<file path="config.mk">
export PLATFORM = sky130hd
export DESIGN_NAME = banked_mem_router
export DESIGN_NICKNAME = d
export VERILOG_FILES = /design/src/rtl/bmr_pkg.sv /design/src/rtl/bmr_decode.sv /design/src/rtl/bmr_bytes.sv /design/src/rtl/bmr_pm_port.sv /design/src/rtl/banked_mem_router.sv
export SDC_FILE = /design/constraint.sdc
export NUM_CORES = 2
export LEC_CHECK = 0
export ABC_CLOCK_PERIOD_IN_PS = 3900
export BUFFER_PORTS_ARGS = -buffer_cell sky130_fd_sc_hd__buf_2
export CORE_ASPECT_RATIO = 1.4
export CORE_MARGIN = 1
export CORE_UTILIZATION = 50
export DETAILED_ROUTE_END_ITERATION = 8
export PLACE_DENSITY_LB_ADDON = 0.08
export SKIP_CTS_REPAIR_TIMING = 1
export SLEW_MARGIN = 20
export SYNTH_ARGS = -nofsm -noshare
export SYNTH_HDL_FRONTEND = slang
export SYNTH_HIERARCHICAL = 1
export SYNTH_SLANG_ARGS = --single-unit
</file>
<file path="constraint.sdc">
create_clock -name clk -period 3.9 [get_ports clk]
set_input_delay 0.78 -clock clk [delete_from_list [all_inputs] [get_ports clk]]
set_output_delay 0.78 -clock clk [all_outputs]
set_load 0.01 [all_outputs]
</file>
<file path="src/rtl/bmr_pkg.sv">
package bmr_pkg;

   typedef enum logic [2:0] {
      RG_CORE   = 3'd0,
      RG_PERIPH = 3'd1,
      RG_GPR    = 3'd2,
      RG_COMMON = 3'd3,
      RG_NONE   = 3'd4,
      RG_PROG   = 3'd5
   } region_e;

   function automatic int idx_w(input int n);
      return (n > 1) ? $clog2(n) : 1;
   endfunction

endpackage

</file>
<file path="src/rtl/bmr_decode.sv">
module bmr_decode
   import bmr_pkg::*;
#(
   parameter int BANK_W    = 5,
   parameter int OFS_W     = 7,
   parameter int PTR_W     = 16,
   parameter int CORE_N    = 12,
   parameter int PERIPH_N  = 20,
   parameter int GPR_N     = 80,
   parameter int COMMON_N  = 16,
   parameter int GPR_BANKS = 2,
   localparam int CORE_IW  = idx_w(CORE_N),
   localparam int PER_IW   = idx_w(PERIPH_N),
   localparam int GPR_IW   = idx_w(GPR_N * GPR_BANKS),
   localparam int COM_IW   = idx_w(COMMON_N)
)(
   input  logic                req_indirect,
   input  logic [BANK_W-1:0]   bank_sel,
   input  logic [OFS_W-1:0]    req_offset,
   input  logic [PTR_W-1:0]    ind_ptr,
   output region_e             region,
   output logic [BANK_W-1:0]   bank,
   output logic [CORE_IW-1:0]  core_idx,
   output logic [PER_IW-1:0]   per_idx,
   output logic [GPR_IW-1:0]   gpr_idx,
   output logic [COM_IW-1:0]   com_idx
);

   localparam int LO_PER = CORE_N;
   localparam int LO_GPR = LO_PER + PERIPH_N;
   localparam int LO_COM = LO_GPR + GPR_N;
   localparam int LO_END = LO_COM + COMMON_N;

   logic [OFS_W-1:0] ofs;
   int               o;
   logic             to_prog;

   always_comb begin
      to_prog  = req_indirect && ind_ptr[PTR_W-1];
      bank     = req_indirect ? ind_ptr[BANK_W+OFS_W-1:OFS_W] : bank_sel;
      ofs      = req_indirect ? ind_ptr[OFS_W-1:0] : req_offset;
      o        = int'(ofs);
      region   = RG_NONE;
      core_idx = '0;
      per_idx  = '0;
      gpr_idx  = '0;
      com_idx  = '0;
      if (to_prog) begin
         region = RG_PROG;
      end else if (o < LO_PER) begin
         region   = RG_CORE;
         core_idx = CORE_IW'(o);
      end else if (o < LO_GPR) begin
         region  = RG_PERIPH;
         per_idx = PER_IW'(o - LO_PER);
      end else if (o < LO_COM) begin
         if (int'(bank) < GPR_BANKS) begin
            region  = RG_GPR;
            gpr_idx = GPR_IW'(int'(bank) * GPR_N + o - LO_GPR);
         end
      end else if (o < LO_END) begin
         region  = RG_COMMON;
         com_idx = COM_IW'(o - LO_COM);
      end
   end

endmodule

</file>
<file path="src/rtl/bmr_bytes.sv">
module bmr_bytes
   import bmr_pkg::*;
#(
   parameter int DEPTH  = 16,
   parameter int DATA_W = 8,
   parameter bit CLEAR  = 1'b1,
   localparam int AW    = idx_w(DEPTH)
)(
   input  logic              clk,
   input  logic              rst_n,
   input  logic              we,
   input  logic [AW-1:0]     addr,
   input  logic [DATA_W-1:0] wdata,
   output logic [DATA_W-1:0] rdata
);

   logic [DATA_W-1:0] mem [DEPTH];

   generate
      if (CLEAR) begin : g_clear
         always_ff @(posedge clk or negedge rst_n) begin
            if (!rst_n) begin
               for (int i = 0; i < DEPTH; i++) mem[i] <= '0;
            end else if (we && int'(addr) < DEPTH) begin
               mem[addr] <= wdata;
            end
         end
      end else begin : g_keep
         always_ff @(posedge clk) begin
            if (we && int'(addr) < DEPTH) mem[addr] <= wdata;
         end
      end
   endgenerate

   assign rdata = (int'(addr) < DEPTH) ? mem[addr] : '0;

   // writes only land on backed bytes
   p_wr_in_range_r3: assert property (@(posedge clk) disable iff (!rst_n)
      we |-> (int'(addr) < DEPTH));

endmodule

</file>
<file path="src/rtl/bmr_pm_port.sv">
module bmr_pm_port #(
   parameter int PM_AW = 11
)(
   input  logic             clk,
   input  logic             rst_n,
   input  logic             start,
   input  logic [PM_AW-1:0] word,
   output logic [PM_AW-1:0] pm_addr,
   output logic             pm_re,
   output logic             stall
);

   logic pend;

   always_ff @(posedge clk or negedge rst_n) begin
      if (!rst_n) begin
         pend    <= 1'b0;
         pm_addr <= '0;
      end else begin
         pend <= start;
         if (start) pm_addr <= word;
      end
   end

   assign pm_re = pend;
   assign stall = pend;

   p_stall_single_r7: assert property (@(posedge clk) disable iff (!rst_n)
      stall |=> !stall);

   p_no_start_in_stall_r7: assert property (@(posedge clk) disable iff (!rst_n)
      stall |-> !start);

endmodule

</file>
<file path="src/rtl/banked_mem_router.sv">
module banked_mem_router
   import bmr_pkg::*;
#(
   parameter int DATA_W    = 8,
   parameter int BANK_W    = 5,
   parameter int OFS_W     = 7,
   parameter int PTR_W     = 16,
   parameter int CORE_N    = 12,
   parameter int PERIPH_N  = 20,
   parameter int GPR_N     = 80,
   parameter int COMMON_N  = 16,
   parameter int GPR_BANKS = 2,
   parameter int PM_AW     = 11,
   parameter int PM_DW     = 14,
   parameter bit MEM_CLEAR = 1'b1,
   localparam int CORE_IW  = idx_w(CORE_N),
   localparam int PER_IW   = idx_w(PERIPH_N),
   localparam int GPR_D    = GPR_N * GPR_BANKS,
   localparam int GPR_IW   = idx_w(GPR_D),
   localparam int COM_IW   = idx_w(COMMON_N)
)(
   input  logic               clk,
   input  logic               rst_n,
   input  logic               req_valid,
   input  logic               req_write,
   input  logic               req_indirect,
   input  logic [BANK_W-1:0]  bank_sel,
   input  logic [OFS_W-1:0]   req_offset,
   input  logic [PTR_W-1:0]   ind_ptr,
   input  logic [DATA_W-1:0]  wr_data,
   output logic               rd_valid,
   output logic [DATA_W-1:0]  rd_data,
   output logic               stall,
   output logic [CORE_IW-1:0] core_idx,
   output logic               core_we,
   output logic               core_re,
   input  logic [DATA_W-1:0]  core_rdata,
   output logic [BANK_W-1:0]  per_bank,
   output logic [PER_IW-1:0]  per_idx,
   output logic               per_we,
   output logic               per_re,
   input  logic [DATA_W-1:0]  per_rdata,
   output logic [PM_AW-1:0]   pm_addr,
   output logic               pm_re,
   input  logic [PM_DW-1:0]   pm_rdata
);

   initial begin : elab_checks
      if (CORE_N + PERIPH_N + GPR_N + COMMON_N != (1 << OFS_W))
         $fatal(1, "bank regions must fill the offset space");
      if (BANK_W + OFS_W > PTR_W - 2)
         $fatal(1, "pointer too narrow for data address");
      if (PM_AW > PTR_W - 1 || PM_DW <= DATA_W)
         $fatal(1, "program memory port widths inconsistent");
      if (GPR_BANKS < 1 || GPR_BANKS > (1 << BANK_W))
         $fatal(1, "GPR_BANKS out of range");
   end

   region_e             region;
   logic [BANK_W-1:0]   bank;
   logic [GPR_IW-1:0]   gpr_idx;
   logic [COM_IW-1:0]   com_idx;
   logic [DATA_W-1:0]   gpr_rd, com_rd, sel_rd;
   logic                accept, is_rd, gpr_we, com_we, pm_start;
   logic                unused_bits;

   assign unused_bits = ^{ind_ptr[PTR_W-2:BANK_W+OFS_W], pm_rdata[PM_DW-1:DATA_W]};

   bmr_decode #(
      .BANK_W(BANK_W), .OFS_W(OFS_W), .PTR_W(PTR_W), .CORE_N(CORE_N),
      .PERIPH_N(PERIPH_N), .GPR_N(GPR_N), .COMMON_N(COMMON_N),
      .GPR_BANKS(GPR_BANKS)
   ) u_dec (
      .req_indirect(req_indirect), .bank_sel(bank_sel), .req_offset(req_offset),
      .ind_ptr(ind_ptr), .region(region), .bank(bank), .core_idx(core_idx),
      .per_idx(per_idx), .gpr_idx(gpr_idx), .com_idx(com_idx)
   );

   assign accept   = req_valid && !stall;
   assign is_rd    = accept && !req_write;
   assign core_we  = accept && req_write && region == RG_CORE;
   assign core_re  = is_rd && region == RG_CORE;
   assign per_we   = accept && req_write && region == RG_PERIPH;
   assign per_re   = is_rd && region == RG_PERIPH;
   assign gpr_we   = accept && req_write && region == RG_GPR;
   assign com_we   = accept && req_write && region == RG_COMMON;
   assign pm_start = is_rd && region == RG_PROG;
   assign per_bank = bank;

   bmr_bytes #(.DEPTH(GPR_D), .DATA_W(DATA_W), .CLEAR(MEM_CLEAR)) u_gpr (
      .clk(clk), .rst_n(rst_n), .we(gpr_we), .addr(gpr_idx),
      .wdata(wr_data), .rdata(gpr_rd)
   );

   bmr_bytes #(.DEPTH(COMMON_N), .DATA_W(DATA_W), .CLEAR(MEM_CLEAR)) u_com (
      .clk(clk), .rst_n(rst_n), .we(com_we), .addr(com_idx),
      .wdata(wr_data), .rdata(com_rd)
   );

   bmr_pm_port #(.PM_AW(PM_AW)) u_pm (
      .clk(clk), .rst_n(rst_n), .start(pm_start),
      .word(ind_ptr[PM_AW-1:0]), .pm_addr(pm_addr), .pm_re(pm_re), .stall(stall)
   );

   always_comb begin
      case (region)
         RG_CORE:   sel_rd = core_rdata;
         RG_PERIPH: sel_rd = per_rdata;
         RG_GPR:    sel_rd = gpr_rd;
         RG_COMMON: sel_rd = com_rd;
         default:   sel_rd = '0;
      endcase
   end

   always_ff @(posedge clk or negedge rst_n) begin
      if (!rst_n) begin
         rd_valid <= 1'b0;
         rd_data  <= '0;
      end else if (stall) begin
         rd_valid <= 1'b1;
         rd_data  <= pm_rdata[DATA_W-1:0];
      end else if (is_rd && region != RG_PROG) begin
         rd_valid <= 1'b1;
         rd_data  <= sel_rd;
      end else begin
         rd_valid <= 1'b0;
      end
   end

   // a single target sees each access
   p_one_target_r2: assert property (@(posedge clk) disable iff (!rst_n)
      $onehot0({core_we, core_re, per_we, per_re, gpr_we, com_we, pm_start}));

   p_unbacked_zero_r4: assert property (@(posedge clk) disable iff (!rst_n)
      (is_rd && region == RG_NONE) |=> (rd_valid && rd_data == '0));

   p_pm_fill_r7: assert property (@(posedge clk) disable iff (!rst_n)
      stall |=> rd_valid);

   p_pm_write_quiet_r8: assert property (@(posedge clk) disable iff (!rst_n)
      (accept && req_write && req_indirect && ind_ptr[PTR_W-1]) |=> !stall);

   p_read_latency_r9: assert property (@(posedge clk) disable iff (!rst_n)
      (is_rd && region != RG_PROG) |=> (rd_valid && !stall));

endmodule

</file>
==> results.yml <==
pwr:
  p_leak_uw: 0.0388
  p_int_uw: 24100
  switching_share_pct: 22.8
  switching_power_uw: 7140
  ir_drop_uv: 433
  p_comb_share_pct: 5.3
  power.density_nw_per_um2: 375
  power_frac_seq_pct: 47.9
  p_clk_share_pct: 46.8
flow_run:
  drv_cap: 0
worst_setup_path:
  cp_cell_sequence: "buf_12 > mux2_4 > ha_4 > inv_2 > ha_4 > fa_2 > xnor2_2 > xnor2_1 > xnor2_1 > nor2b_4 > buf_12 > nor3b_4 > and2_4 > buf_6 > a22oi_2 > o22ai_2 > nor4_2 > buf_4 > o211ai_1 > mux2i_1 > o22ai_1 > a221o_1"
  cpPeakStageDelay_ps: 350
  start_kind: "primary input"
  cp_top_family: "compound AO/OA/AOI/OAI gates"
  cpMaxStageDelayCell: "fa_2"
  cp-end-kind: "flop"
  cp.arrival_ps: 4880
  crit_buf_inv: 5
  path_class: "primary input to flop"
  critPathRequiredTime_ps: 4570
  critPathMaxFanout: 7
  startpoint: "req_indirect"
  r2r_start: "u_gpr/mem[1127]$_DFFE_PN0P_"
final_layout:
  diodes: 0
  utilization_pct: 62.7
  instances_no_fill: 6853
  nets: 5053
  n_fill_cell: 9910
  drive_above_1_share_pct: 59.4
  syn_to_final_growth_pct: 24.0
timing:
  fin_worst_skew_ps: 19.2
  period_minus_slack_ps: 4220
  fin_ws_ps: -318
  drv_slew: 0
  worst_pin_slew_ps: 1130
  finalSetupViolCount: 36
  post-route-period-util_pct: 108
  hold_violations: 0
  whs_ps: 250
  max_freq_mhz: 237
  relSlewSlack_pct: 24.5
  rsz0062_at_grt: "true"
min_path:
  hold_path.class: "primary input to flop"
  min-delay-start: "ind_ptr[7]"
logic_synthesis:
  synth_nets: 4440
  synth-main-ff-cell: "dfrtp_1"
  yosys-top-cells-area: "dfrtp_1 (53%), mux2_2 (22%), mux4_2 (9.8%)"
  ys_ff_latch: 1429
  synth-async-reset-ratio_pct: 100
  synth_area_leader_cell: "dfrtp_1"
  seq_area_frac_synth_pct: 53.3
  synth_cell_types: 87
  synth.avg_cell_area_sq_um: 15.4
  synth_area_sq_um: 67100
  synth_edf_count: 0
  syn_inst: 4362
  synth_top_cell_area_share_pct: 53.3
  yosysWarnings: 6
floorplanning:
  die_x_um: 312
  start_util_pct: 50.5
  core_sq_um: 133000
  row_count: 158
  die_h_um: 436
  io-pin-count: 111
  dieArea_sq_um: 136000
clock_network:
  cts.sinks: 1429
  cts_tree: "built"
  path_clk_slew_ps: 60
  cts.path.max_buffers: 3
  clockRootBuffer: "clkbuf_16"
  ctsHtreeMaxLevel: 4
  clk_latency_ps: 800
  cts_inserted_buffers: 146
route:
  drt_first_pass_iters: 5
  wl_per_cell_um: 28.7
  vias: 40682
  drcViolationCount: 0
  routed_wl_mm: 197
  ant_nets: 0
  vias_per_cell: 5.94
  drtIter0Drc: 2567
placement:
  dp_hpwl_mm: 137
  placed_cells: 6569
  dp_slack_ps: -1560
  place.gp.congestion: 0.933
  io_buffers: 101
global_route:
  track_usage_pct: 29.6
  antenna_found_initial: 2
  grt_first_pass_wirelength_mm: 298
  grt_max_degree: 104
  grt_pass1_vias: 43717
  overflow: 0
run_status:
  outcome: "finished, violations left"
  violations: "setup timing"
## path summary, 6_finish.rpt
| kind | endpoint | slack [ps] | cells after the start |
|---|---|---|---|
| worst min register to register | u_gpr/mem[776]$_DFFE_PN0P_ | 500 | 1 |
| min in group asynchronous | u_gpr/mem[1108]$_DFFE_PN0P_ | 480 | 2 |
| worst max register to register | rd_data[7]$_DFFE_PN0P_ | 970 | 7 |
| worst max-delay path | rd_data[5]$_DFFE_PN0P_ | -320 | 22 |
| worst min-delay path | u_pm/pm_addr[7]$_DFFE_PN0P_ | 250 | 2 |
| max in group asynchronous | u_com/mem[94]$_DFFE_PN0P_ | 1960 | 4 |
## sequential cells by signal, summed over array words and instances (netlist names)
name and flops:
u_gpr/mem 1280, u_com/mem 128, u_pm/pm_addr 11, rd_data 8, rd_valid 1, u_pm/pm_re 1
## Yosys cell counts, types with 14 or more instances
cell type  instances
a21oi_1           22
a22oi_1          110
and2_1            16
buf_2             98
buf_4             24
buf_6             16
clkbuf_1         171
dfrtp_1         1429
inv_1             14
mux2_2          1341
mux2_4            90
mux2i_1          220
mux4_2           291
nand2_1           84
nand3_1           29
nor2_1            40
nor2_2           113
nor2b_1           14
o22ai_1           20
## layout by cell type (no fill, tap or decap), types with 72 or more instances in the layout
cell type	synthesis	layout
mux2_4	90	350
buf_2	98	91
a22oi_1	110	104
mux4_2	291	291
buf_12	1	206
nor2_4	13	72
clkbuf_16	0	152
mux2i_1	220	217
buf_4	24	456
dfrtp_1	1429	1429
mux2_2	1341	1081
## routing by layer
layer / vias to the layer above / track usage, % / share of wire (%)
met2: 943 / 49.7 / 50
met4: 2 / 12.3 / 4.4
met3: 328 / 3.91 / 3.9
met1: 21948 / 38.6 / 41
met5: - / 0 / 0.0066
li1: 17461 / - / -
## layout make-up
type                            count  area (sq um)  share of cell area, %
Timing Repair Buffer              785          8410                   10.1
Multi-Input combinational cell   2599         31700                   38.1
Clock buffer                      224          4520                   5.44
Inverter                           14          55.1                 0.0661
Clock inverter                     42           536                  0.643
Tap cell                         1760          2200                   2.65
Sequential cell                  1429         35800                   43.0
## cell families after synthesis
| logic type | Yosys count | synth area share (%) |
|---|---|---|
| mux | 1943 | 37.6 |
| compound gates | 225 | 2.53 |
| xor+xnor | 5 | 0.0652 |
| simple gates | 417 | 4.00 |
| fa+ha+maj | 7 | 0.142 |
| buf+inv | 336 | 2.42 |
| flops | 1429 | 53.3 |
## stage by stage
step / TNS [ps] / power, uW / area [sq um]
after global placement: -1017150 / 16900 / 77500
after global routing: -5850 / 32300 / 83200
final: -2680 / 31200 / 83200
after CTS: -24240 / 31600 / 82500
after floorplan: -629300 / 15900 / 68800
after detailed placement: -1040770 / 16900 / 77500
## power by group through the flow
stage                     sequential [uW]  combinational, uW  clock (uW)
after CTS                           14900               1650       15000
final                               15000               1660       14600
after floorplan                     15200                651           0
after global placement              15200               1640           0
after detailed placement            15200               1650           0
after global routing                14900               1790       15500
## worst reg2reg max path: cells and delay by family (launching register included)
family,cells,cell delay [ps]
AO/OA/AOI/OAI,3,770
flip-flops,1,380
multiplexers,3,1310
AND/OR/NAND/NOR,1,340
Power figures use the tool's default switching activity.
